--- src/rtl/adc_ctrl_pkg.sv ---
package adc_ctrl_pkg;

    localparam int SRC_W     = 4;
    localparam int SRC_SLOTS = 1 << SRC_W;
    localparam int DIV_MAX   = 128;
    localparam int CNT_W     = $clog2(DIV_MAX);

    typedef enum logic {
        REG_CTRL = 1'b0,
        REG_TRIG = 1'b1
    } reg_sel_e;

    typedef enum logic {
        S_IDLE = 1'b0,
        S_CONV = 1'b1
    } seq_state_e;

    // control register image; bit positions are software visible
    typedef struct packed {
        logic       rsvd;
        logic       start;
        logic       auto_en;
        logic       flag;
        logic       ie;
        logic [2:0] ps;
    } ctrl_a_t;

    // trigger register image
    typedef struct packed {
        logic             hs;
        logic [2:0]       rsvd;
        logic [SRC_W-1:0] src;
    } ctrl_b_t;

    // ADC clock period in system clocks for a prescale code
    function automatic logic [CNT_W:0] div_of(input logic [2:0] code);
        if (code <= 3'd1) return (CNT_W+1)'(2);
        return (CNT_W+1)'(1) << code;
    endfunction

endpackage

--- src/rtl/adc_prescaler.sv ---
module adc_prescaler
    import adc_ctrl_pkg::*;
(
    input  logic       clk,
    input  logic       rst,
    input  logic       run,
    input  logic [2:0] code,
    output logic       tick
);
    logic [CNT_W-1:0] cnt;
    logic [CNT_W:0]   period;

    assign period = div_of(code);
    // >= keeps ticking if the code shrinks mid-count
    assign tick   = run && ({1'b0, cnt} >= period - 1'b1);

    always_ff @(posedge clk) begin
        if (rst || !run || tick) cnt <= '0;
        else                     cnt <= cnt + 1'b1;
    end

    AST_TICK_SPACED: assert property (@(posedge clk) disable iff (rst)
        tick |=> !tick);

endmodule

--- src/rtl/adc_trig_edge.sv ---
module adc_trig_edge
    import adc_ctrl_pkg::*;
#(
    parameter int NUM_TRIG = 16
) (
    input  logic                clk,
    input  logic                rst,
    input  logic [NUM_TRIG-1:0] trig_i,
    input  logic [SRC_W-1:0]    sel,
    output logic                hit_o
);
    logic [NUM_TRIG-1:0]  prev;
    logic [NUM_TRIG-1:0]  rise;
    logic [SRC_SLOTS-1:0] slot;

    always_ff @(posedge clk) begin
        if (rst) prev <= '0;
        else     prev <= trig_i;
    end

    assign rise = trig_i & ~prev;

    for (genvar g = 0; g < SRC_SLOTS; g++) begin : g_slot
        if (g < NUM_TRIG) begin : g_live
            assign slot[g] = rise[g];
        end else begin : g_dead
            assign slot[g] = 1'b0;
        end
    end

    assign hit_o = slot[sel];

    AST_HIT_IS_EDGE: assert property (@(posedge clk) disable iff (rst)
        hit_o |=> ($past(sel) != sel) || !hit_o);

endmodule

--- src/rtl/adc_conv_seq.sv ---
module adc_conv_seq
    import adc_ctrl_pkg::*;
#(
    parameter int NORM_CYC = 13,
    parameter int INIT_CYC = 25
) (
    input  logic clk,
    input  logic rst,
    input  logic start_i,
    input  logic tick_i,
    output logic busy_o,
    output logic done_o
);
    localparam int MAX_CYC = (NORM_CYC > INIT_CYC) ? NORM_CYC : INIT_CYC;
    localparam int REM_W   = $clog2(MAX_CYC + 1);

    seq_state_e       state;
    logic [REM_W-1:0] rem;
    logic             first;

    assign busy_o = (state == S_CONV);
    assign done_o = busy_o && tick_i && (rem == REM_W'(1));

    always_ff @(posedge clk) begin
        if (rst) begin
            state <= S_IDLE;
            rem   <= '0;
            first <= 1'b1;
        end else begin
            unique case (state)
                S_IDLE: if (start_i) begin
                    state <= S_CONV;
                    rem   <= first ? REM_W'(INIT_CYC) : REM_W'(NORM_CYC);
                end
                S_CONV: if (tick_i) begin
                    if (rem == REM_W'(1)) begin
                        state <= S_IDLE;
                        first <= 1'b0;
                    end
                    rem <= rem - 1'b1;
                end
                default: state <= S_IDLE;
            endcase
        end
    end

    AST_IDLE_STAYS: assert property (@(posedge clk) disable iff (rst)
        (state == S_IDLE && !start_i) |=> state == S_IDLE);
    AST_BUSY_HOLDS: assert property (@(posedge clk) disable iff (rst)
        (state == S_CONV && !done_o) |=> state == S_CONV);
    AST_NO_RELOAD: assert property (@(posedge clk) disable iff (rst)
        (state == S_CONV && start_i && !tick_i) |=> $stable(rem));
    AST_REM_RANGE: assert property (@(posedge clk) disable iff (rst)
        state == S_CONV |-> (rem != '0 && rem <= REM_W'(MAX_CYC)));

endmodule

--- src/rtl/adc_conv_ctrl.sv ---
module adc_conv_ctrl
    import adc_ctrl_pkg::*;
#(
    parameter int NUM_TRIG = 16,
    parameter int NORM_CYC = 13,
    parameter int INIT_CYC = 25
) (
    input  logic                clk,
    input  logic                rst,
    input  logic                wr_en,
    input  logic                wr_addr,
    input  logic [7:0]          wr_data,
    input  logic                rd_addr,
    output logic [7:0]          rd_data,
    input  logic [NUM_TRIG-1:0] trig_i,
    input  logic                irq_ack,
    output logic                irq,
    output logic                conv_done,
    output logic                adc_tick,
    output logic                hs_mode
);
    ctrl_a_t          wa;
    ctrl_b_t          wb;
    ctrl_a_t          ra;
    ctrl_b_t          rb;
    logic             wr_a;
    logic             wr_b;
    logic             auto_en_q;
    logic             ie_q;
    logic [2:0]       ps_q;
    logic             flag_q;
    logic             hs_q;
    logic [SRC_W-1:0] src_q;
    logic             trig_hit;
    logic             start;
    logic             busy;
    logic             flag_clr;
    logic             unused_wr_bits;

    assign wa   = ctrl_a_t'(wr_data);
    assign wb   = ctrl_b_t'(wr_data);
    assign wr_a = wr_en && (reg_sel_e'(wr_addr) == REG_CTRL);
    assign wr_b = wr_en && (reg_sel_e'(wr_addr) == REG_TRIG);
    assign unused_wr_bits = ^{wa.rsvd, wb.rsvd};

    adc_trig_edge #(.NUM_TRIG(NUM_TRIG)) u_trig (
        .clk    (clk),
        .rst    (rst),
        .trig_i (trig_i),
        .sel    (src_q),
        .hit_o  (trig_hit)
    );

    assign start = (wr_a && wa.start) || (auto_en_q && trig_hit);

    adc_prescaler u_presc (
        .clk  (clk),
        .rst  (rst),
        .run  (busy),
        .code (ps_q),
        .tick (adc_tick)
    );

    adc_conv_seq #(.NORM_CYC(NORM_CYC), .INIT_CYC(INIT_CYC)) u_seq (
        .clk     (clk),
        .rst     (rst),
        .start_i (start),
        .tick_i  (adc_tick),
        .busy_o  (busy),
        .done_o  (conv_done)
    );

    assign flag_clr = (wr_a && wa.flag) || irq_ack;

    always_ff @(posedge clk) begin
        if (rst) begin
            auto_en_q <= 1'b0;
            ie_q      <= 1'b0;
            ps_q      <= '0;
            flag_q    <= 1'b0;
            hs_q      <= 1'b0;
            src_q     <= '0;
        end else begin
            if (wr_a) begin
                auto_en_q <= wa.auto_en;
                ie_q      <= wa.ie;
                ps_q      <= wa.ps;
            end
            if (wr_b) begin
                hs_q  <= wb.hs;
                src_q <= wb.src;
            end
            // completion outranks a clear in the same cycle
            if (conv_done)     flag_q <= 1'b1;
            else if (flag_clr) flag_q <= 1'b0;
        end
    end

    always_comb begin
        ra         = '0;
        ra.start   = busy;
        ra.auto_en = auto_en_q;
        ra.flag    = flag_q;
        ra.ie      = ie_q;
        ra.ps      = ps_q;
        rb         = '0;
        rb.hs      = hs_q;
        rb.src     = src_q;
    end

    assign rd_data = (reg_sel_e'(rd_addr) == REG_TRIG) ? rb : ra;
    assign irq     = flag_q && ie_q;
    assign hs_mode = hs_q;

    AST_DONE_SETS_FLAG: assert property (@(posedge clk) disable iff (rst)
        conv_done |=> flag_q);
    AST_FLAG_ONLY_ON_DONE: assert property (@(posedge clk) disable iff (rst)
        (!flag_q && !conv_done) |=> !flag_q);
    AST_FLAG_HOLDS: assert property (@(posedge clk) disable iff (rst)
        (flag_q && !flag_clr) |=> flag_q);
    AST_DONE_ENDS_BUSY: assert property (@(posedge clk) disable iff (rst)
        conv_done |=> !busy);

endmodule

--- config.mk ---
export PLATFORM = sky130hd
export DESIGN_NAME = adc_conv_ctrl
export DESIGN_NICKNAME = d
export VERILOG_FILES = /design/src/rtl/adc_ctrl_pkg.sv /design/src/rtl/adc_prescaler.sv /design/src/rtl/adc_trig_edge.sv /design/src/rtl/adc_conv_seq.sv /design/src/rtl/adc_conv_ctrl.sv
export SDC_FILE = /design/constraint.sdc
export NUM_CORES = 1
export LEC_CHECK = 0
export BUFFER_PORTS_ARGS = -buffer_cell sky130_fd_sc_hd__buf_4
export CORE_MARGIN = 2
export CORE_UTILIZATION = 50
export DETAILED_ROUTE_END_ITERATION = 12
export GPL_TIMING_DRIVEN = 0
export HOLD_SLACK_MARGIN = 0.1
export PLACE_DENSITY = 0.83
export SETUP_SLACK_MARGIN = 0.3
export SLEW_MARGIN = 20
export SYNTH_ARGS = -nofsm -noshare
export SYNTH_HDL_FRONTEND = slang
export SYNTH_SLANG_ARGS = --single-unit
--- constraint.sdc ---
create_clock -name clk -period 2.9 [get_ports clk]
set_clock_uncertainty 0.15 [all_clocks]
set_input_delay 0.58 -clock clk [delete_from_list [all_inputs] [get_ports clk]]
set_output_delay 0.58 -clock clk [all_outputs]
set_load 0.05 [all_outputs]
==> insert_results.sql <==
INSERT INTO impl_metrics (metric_group, metric, value, unit) VALUES
('clocking', 'cts.hold.buffers_added', '0', ''),
('floorplan', 'placeableCoreArea', '3970', 'um^2'),
('global_routing', 'first_global_vias', '1612', ''),
('sta', 'max_freq', '363', 'MHz'),
('routing', 'drt-total-wl', '5.40', 'mm'),
('clocking', 'root_buffer', 'clkbuf_8', ''),
('synthesis', 'synth-seq-area-share', '40.3', '%'),
('routing', 'detailroute.wirelength.met2', '2.63', 'mm'),
('min_path', 'worstHoldPathCells', '2', ''),
('floorplan', 'vert_die_dim', '67.8', 'um'),
('worst_setup_path', 'arr_time_crit_path', '2020', 'ps'),
('sta', 'timing.final.hold_violations', '0', ''),
('power', 'p_sw', '0.346', 'mW'),
('routing', 'postRouteAntennaNets', '0', ''),
('floorplan', 'die_width', '67.8', 'um'),
('status', 'status', 'complete, no violations', ''),
('global_routing', 'largest_net_degree_at_the_start_of_global_routing', '13', ''),
('worst_setup_path', 'maximum_fanout_encountered_on_the_critical_timing_path', '5', ''),
('power', 'total_power', '1.21', 'mW'),
('routing', 'viasPerCell', '5.54', ''),
('floorplan', 'dieArea', '4600', 'um^2'),
('synthesis', 'mappedNetlistNets', '271', ''),
('final_layout', 'final.fill_count', '314', ''),
('power', 'comb_power_share', '19.3', '%'),
('sta', 'actual_slew_at_the_worst_max_slew_pin', '538', 'ps'),
('worst_setup_path', 'ff2ff_setup_slack', '570', 'ps'),
('worst_setup_path', 'crit_path_start_kind', 'flip-flop', ''),
('clocking', 'htreeDepth', '2', ''),
('sta', 'timing_max_transition_violations_final', '0', ''),
('routing', 'route.detailed.wl_per_inst', '16.0', 'um'),
('worst_setup_path', 'crit_slowest_cell', 'a2111oi_4', ''),
('routing', 'post-route-drc-count', '0', ''),
('clocking', 'worstSkewPairLatency', '300', 'ps'),
('sta', 'max-slew-margin-rel', '64.1', '%'),
('power', 'vdd_ir_drop_max', '0.303', 'mV'),
('worst_setup_path', 'rr_worst_depth', '10', ''),
('power', 'cellPowerDensity', '451', 'nW/um^2'),
('routing', 'drt-met1-wl', '2.12', 'mm'),
('global_routing', 'antenna_found_initial', '0', ''),
('power', 'power.static_leakage', '1.15', 'nW'),
('flow_run', 'max-cap-violations', '0', ''),
('clocking', 'cts.clk_slew.worst_paths', '80', 'ps'),
('place', 'placed_cells', '320', ''),
('final_layout', 'final_util', '67.6', '%'),
('global_routing', 'grt_use_total', '21.9', '%'),
('place', 'port_buffers', '39', ''),
('synthesis', 'post_synthesis_cell_count', '231', ''),
('routing', 'drt_pre_antenna_iters', '4', ''),
('worst_setup_path', 'crit_required', '2170', 'ps'),
('sta', 'rsz0062_at_grt', 'yes', ''),
('sta', 'min_period', '2750', 'ps'),
('worst_setup_path', 'worstSetupEndpointType', 'output pin', ''),
('synthesis', 'ys_seq_elements', '41', ''),
('sta', 'fin_tns_setup', '0', 'ps'),
('min_path', 'whs_endpoint', 'hs_mode', ''),
('sta', 'finalCritPeriodShare', '94.9', '%'),
('min_path', 'min_path_type', 'reg -> reg', ''),
('final_layout', 'non_filler_cells_final', '337', ''),
('place', 'globalplace.congestion', '0.888', ''),
('synthesis', 'synthesis.area', '2040', 'um^2'),
('sta', 'finalHoldWorstSlack', '336', 'ps'),
('worst_setup_path', 'path_delay_family', 'compound AO/OA/AOI/OAI gates', ''),
('global_routing', 'global_route.overflow_total', '0', ''),
('power', 'power.sequential.fraction', '50.2', '%'),
('min_path', 'min_from', 'hs_mode', ''),
('synthesis', 'synthesis.area_per_instance', '8.82', 'um^2'),
('worst_setup_path', 'timing.critical_path.slowest_cell_delay', '410', 'ps'),
('synthesis', 'ys_types', '50', ''),
('final_layout', 'mostFrequentLayoutCell', 'buf_4', ''),
('floorplan', 'std_cell_rows', '23', ''),
('clocking', 'cts_made_buffers', '5', '');
[through the flow]
step / cell area, um^2 / worst slack (ps)
5_1_grt: 2690 / 78.2
3_5_place_dp: 2390 / 119
3_3_place_gp: 2390 / 158
4_1_cts: 2600 / 258
6_report: 2690 / 148
2_1_floorplan: 2040 / 305
[worst max-delay path by stage]
| stage | start | endpoint | cells past startpoint |
|---|---|---|---|
| 6_report | ps_q[1] | conv_done | 8 |
| 5_1_grt | ps_q[1] | conv_done | 9 |
| 4_1_cts | ps_q[2] | conv_done | 9 |
| 3_5_place_dp | ps_q[1] | conv_done | 8 |
| 3_3_place_gp | ps_q[2] | conv_done | 8 |
| 2_1_floorplan | rd_addr | rd_data[2] | 2 |
[logic make-up after synthesis]
family / count (synthesis) / share of synthesized area, %
and+or+nand+nor: 94 / 24.9
DFF: 41 / 40.3
other: 1 / 0.184
muxes: 10 / 5.10
adders and majority gates: 10 / 6.14
buffers and inverters: 27 / 6.63
AOI/OAI and AO/OA: 40 / 13.3
xor gates and xnor gates: 8 / 3.44
[worst register-to-register path, cell delays in order (launching register included)]
cell and delay (ps):
dfxtp_4 400, a21oi_1 90, ha_2 340, o21ai_2 80
o21ai_2 200, nand3_2 140, buf_4 170, buf_4 150
nor4_1 240, xnor2_1 160, a21oi_1 80
[cell type report]
cell class	instances	area (um^2)	share of cell area, %
clock inverter	2	10.0	0.373
clock buffer	6	72.6	2.70
multi-input combinational	163	1200	44.5
timing repair buffer	48	379	14.1
tap	50	62.6	2.33
sequential	41	831	30.9
inverter	17	63.8	2.38
buffer	10	71.3	2.65
[registers in the layout, summed over array words and instances, names as in the netlist]
register,count
u_trig.prev,16
u_presc.cnt,7
u_seq.rem,5
src_q,4
ps_q,3
auto_en_q,1
flag_q,1
hs_mode,1
ie_q,1
u_seq.busy_o,1
u_seq.first,1
[synthesized netlist by cell type, drive strengths merged]
cell type / count / area [um^2]
mux2i: 7 / 70.1
and2: 2 / 12.5
buf: 4 / 28.8
a21o: 1 / 7.51
clkbuf: 6 / 42.5
xor2: 4 / 35.0
nor3b: 2 / 15.0
nand3b: 1 / 7.51
nor2: 24 / 97.6
o211ai: 1 / 7.51
nor2b: 21 / 131
dfxtp: 41 / 821
nor4: 1 / 6.26
o311ai: 1 / 8.76
conb: 1 / 3.75
nor3: 2 / 10.0
inv: 17 / 63.8
and3: 3 / 20.0
a21oi: 12 / 60.1
o21bai: 1 / 7.51
mux2: 3 / 33.8
or2b: 2 / 17.5
a211oi: 2 / 15.0
o21ai: 7 / 35.0
a211o: 2 / 20.0
nand2b: 5 / 31.3
nand4: 1 / 6.26
o2111ai: 1 / 8.76
a32oi: 3 / 26.3
o41ai: 1 / 8.76
xnor2: 4 / 35.0
nand4bb: 1 / 11.3
a2111oi: 2 / 18.8
nand3: 9 / 50.1
a32o: 1 / 10.0
nand4b: 2 / 17.5
nand2: 18 / 72.6
ha: 10 / 125
a31oi: 3 / 18.8
o32a: 1 / 11.3
o21a: 1 / 7.51
[per-layer routing]
metal  track usage, %  up-vias
met3             4.77       21
met2             35.7      103
met4             10.0        0
met1             27.9      850
met5                0        -
li1                 -      892
[repair_timing]
action                                  CTS  global route
gates cloned                              0             0
setup buffers                             5             4
endpoints found under the setup margin    2             2
gates resized for setup                  23            12
pin swaps                                 4             7
hold endpoints to repair                  0             0
[power by group through the flow]
stage | Sequential, mW | Combinational, mW | Clock, mW
CTS | 0.606 | 0.211 | 0.366
global route | 0.612 | 0.251 | 0.399
finish | 0.608 | 0.233 | 0.370
detailed placement | 0.619 | 0.195 | 0
global placement | 0.618 | 0.191 | 0
floorplan | 0.617 | 0.127 | 0
No activity file was read; power rests on OpenSTA's default activity.
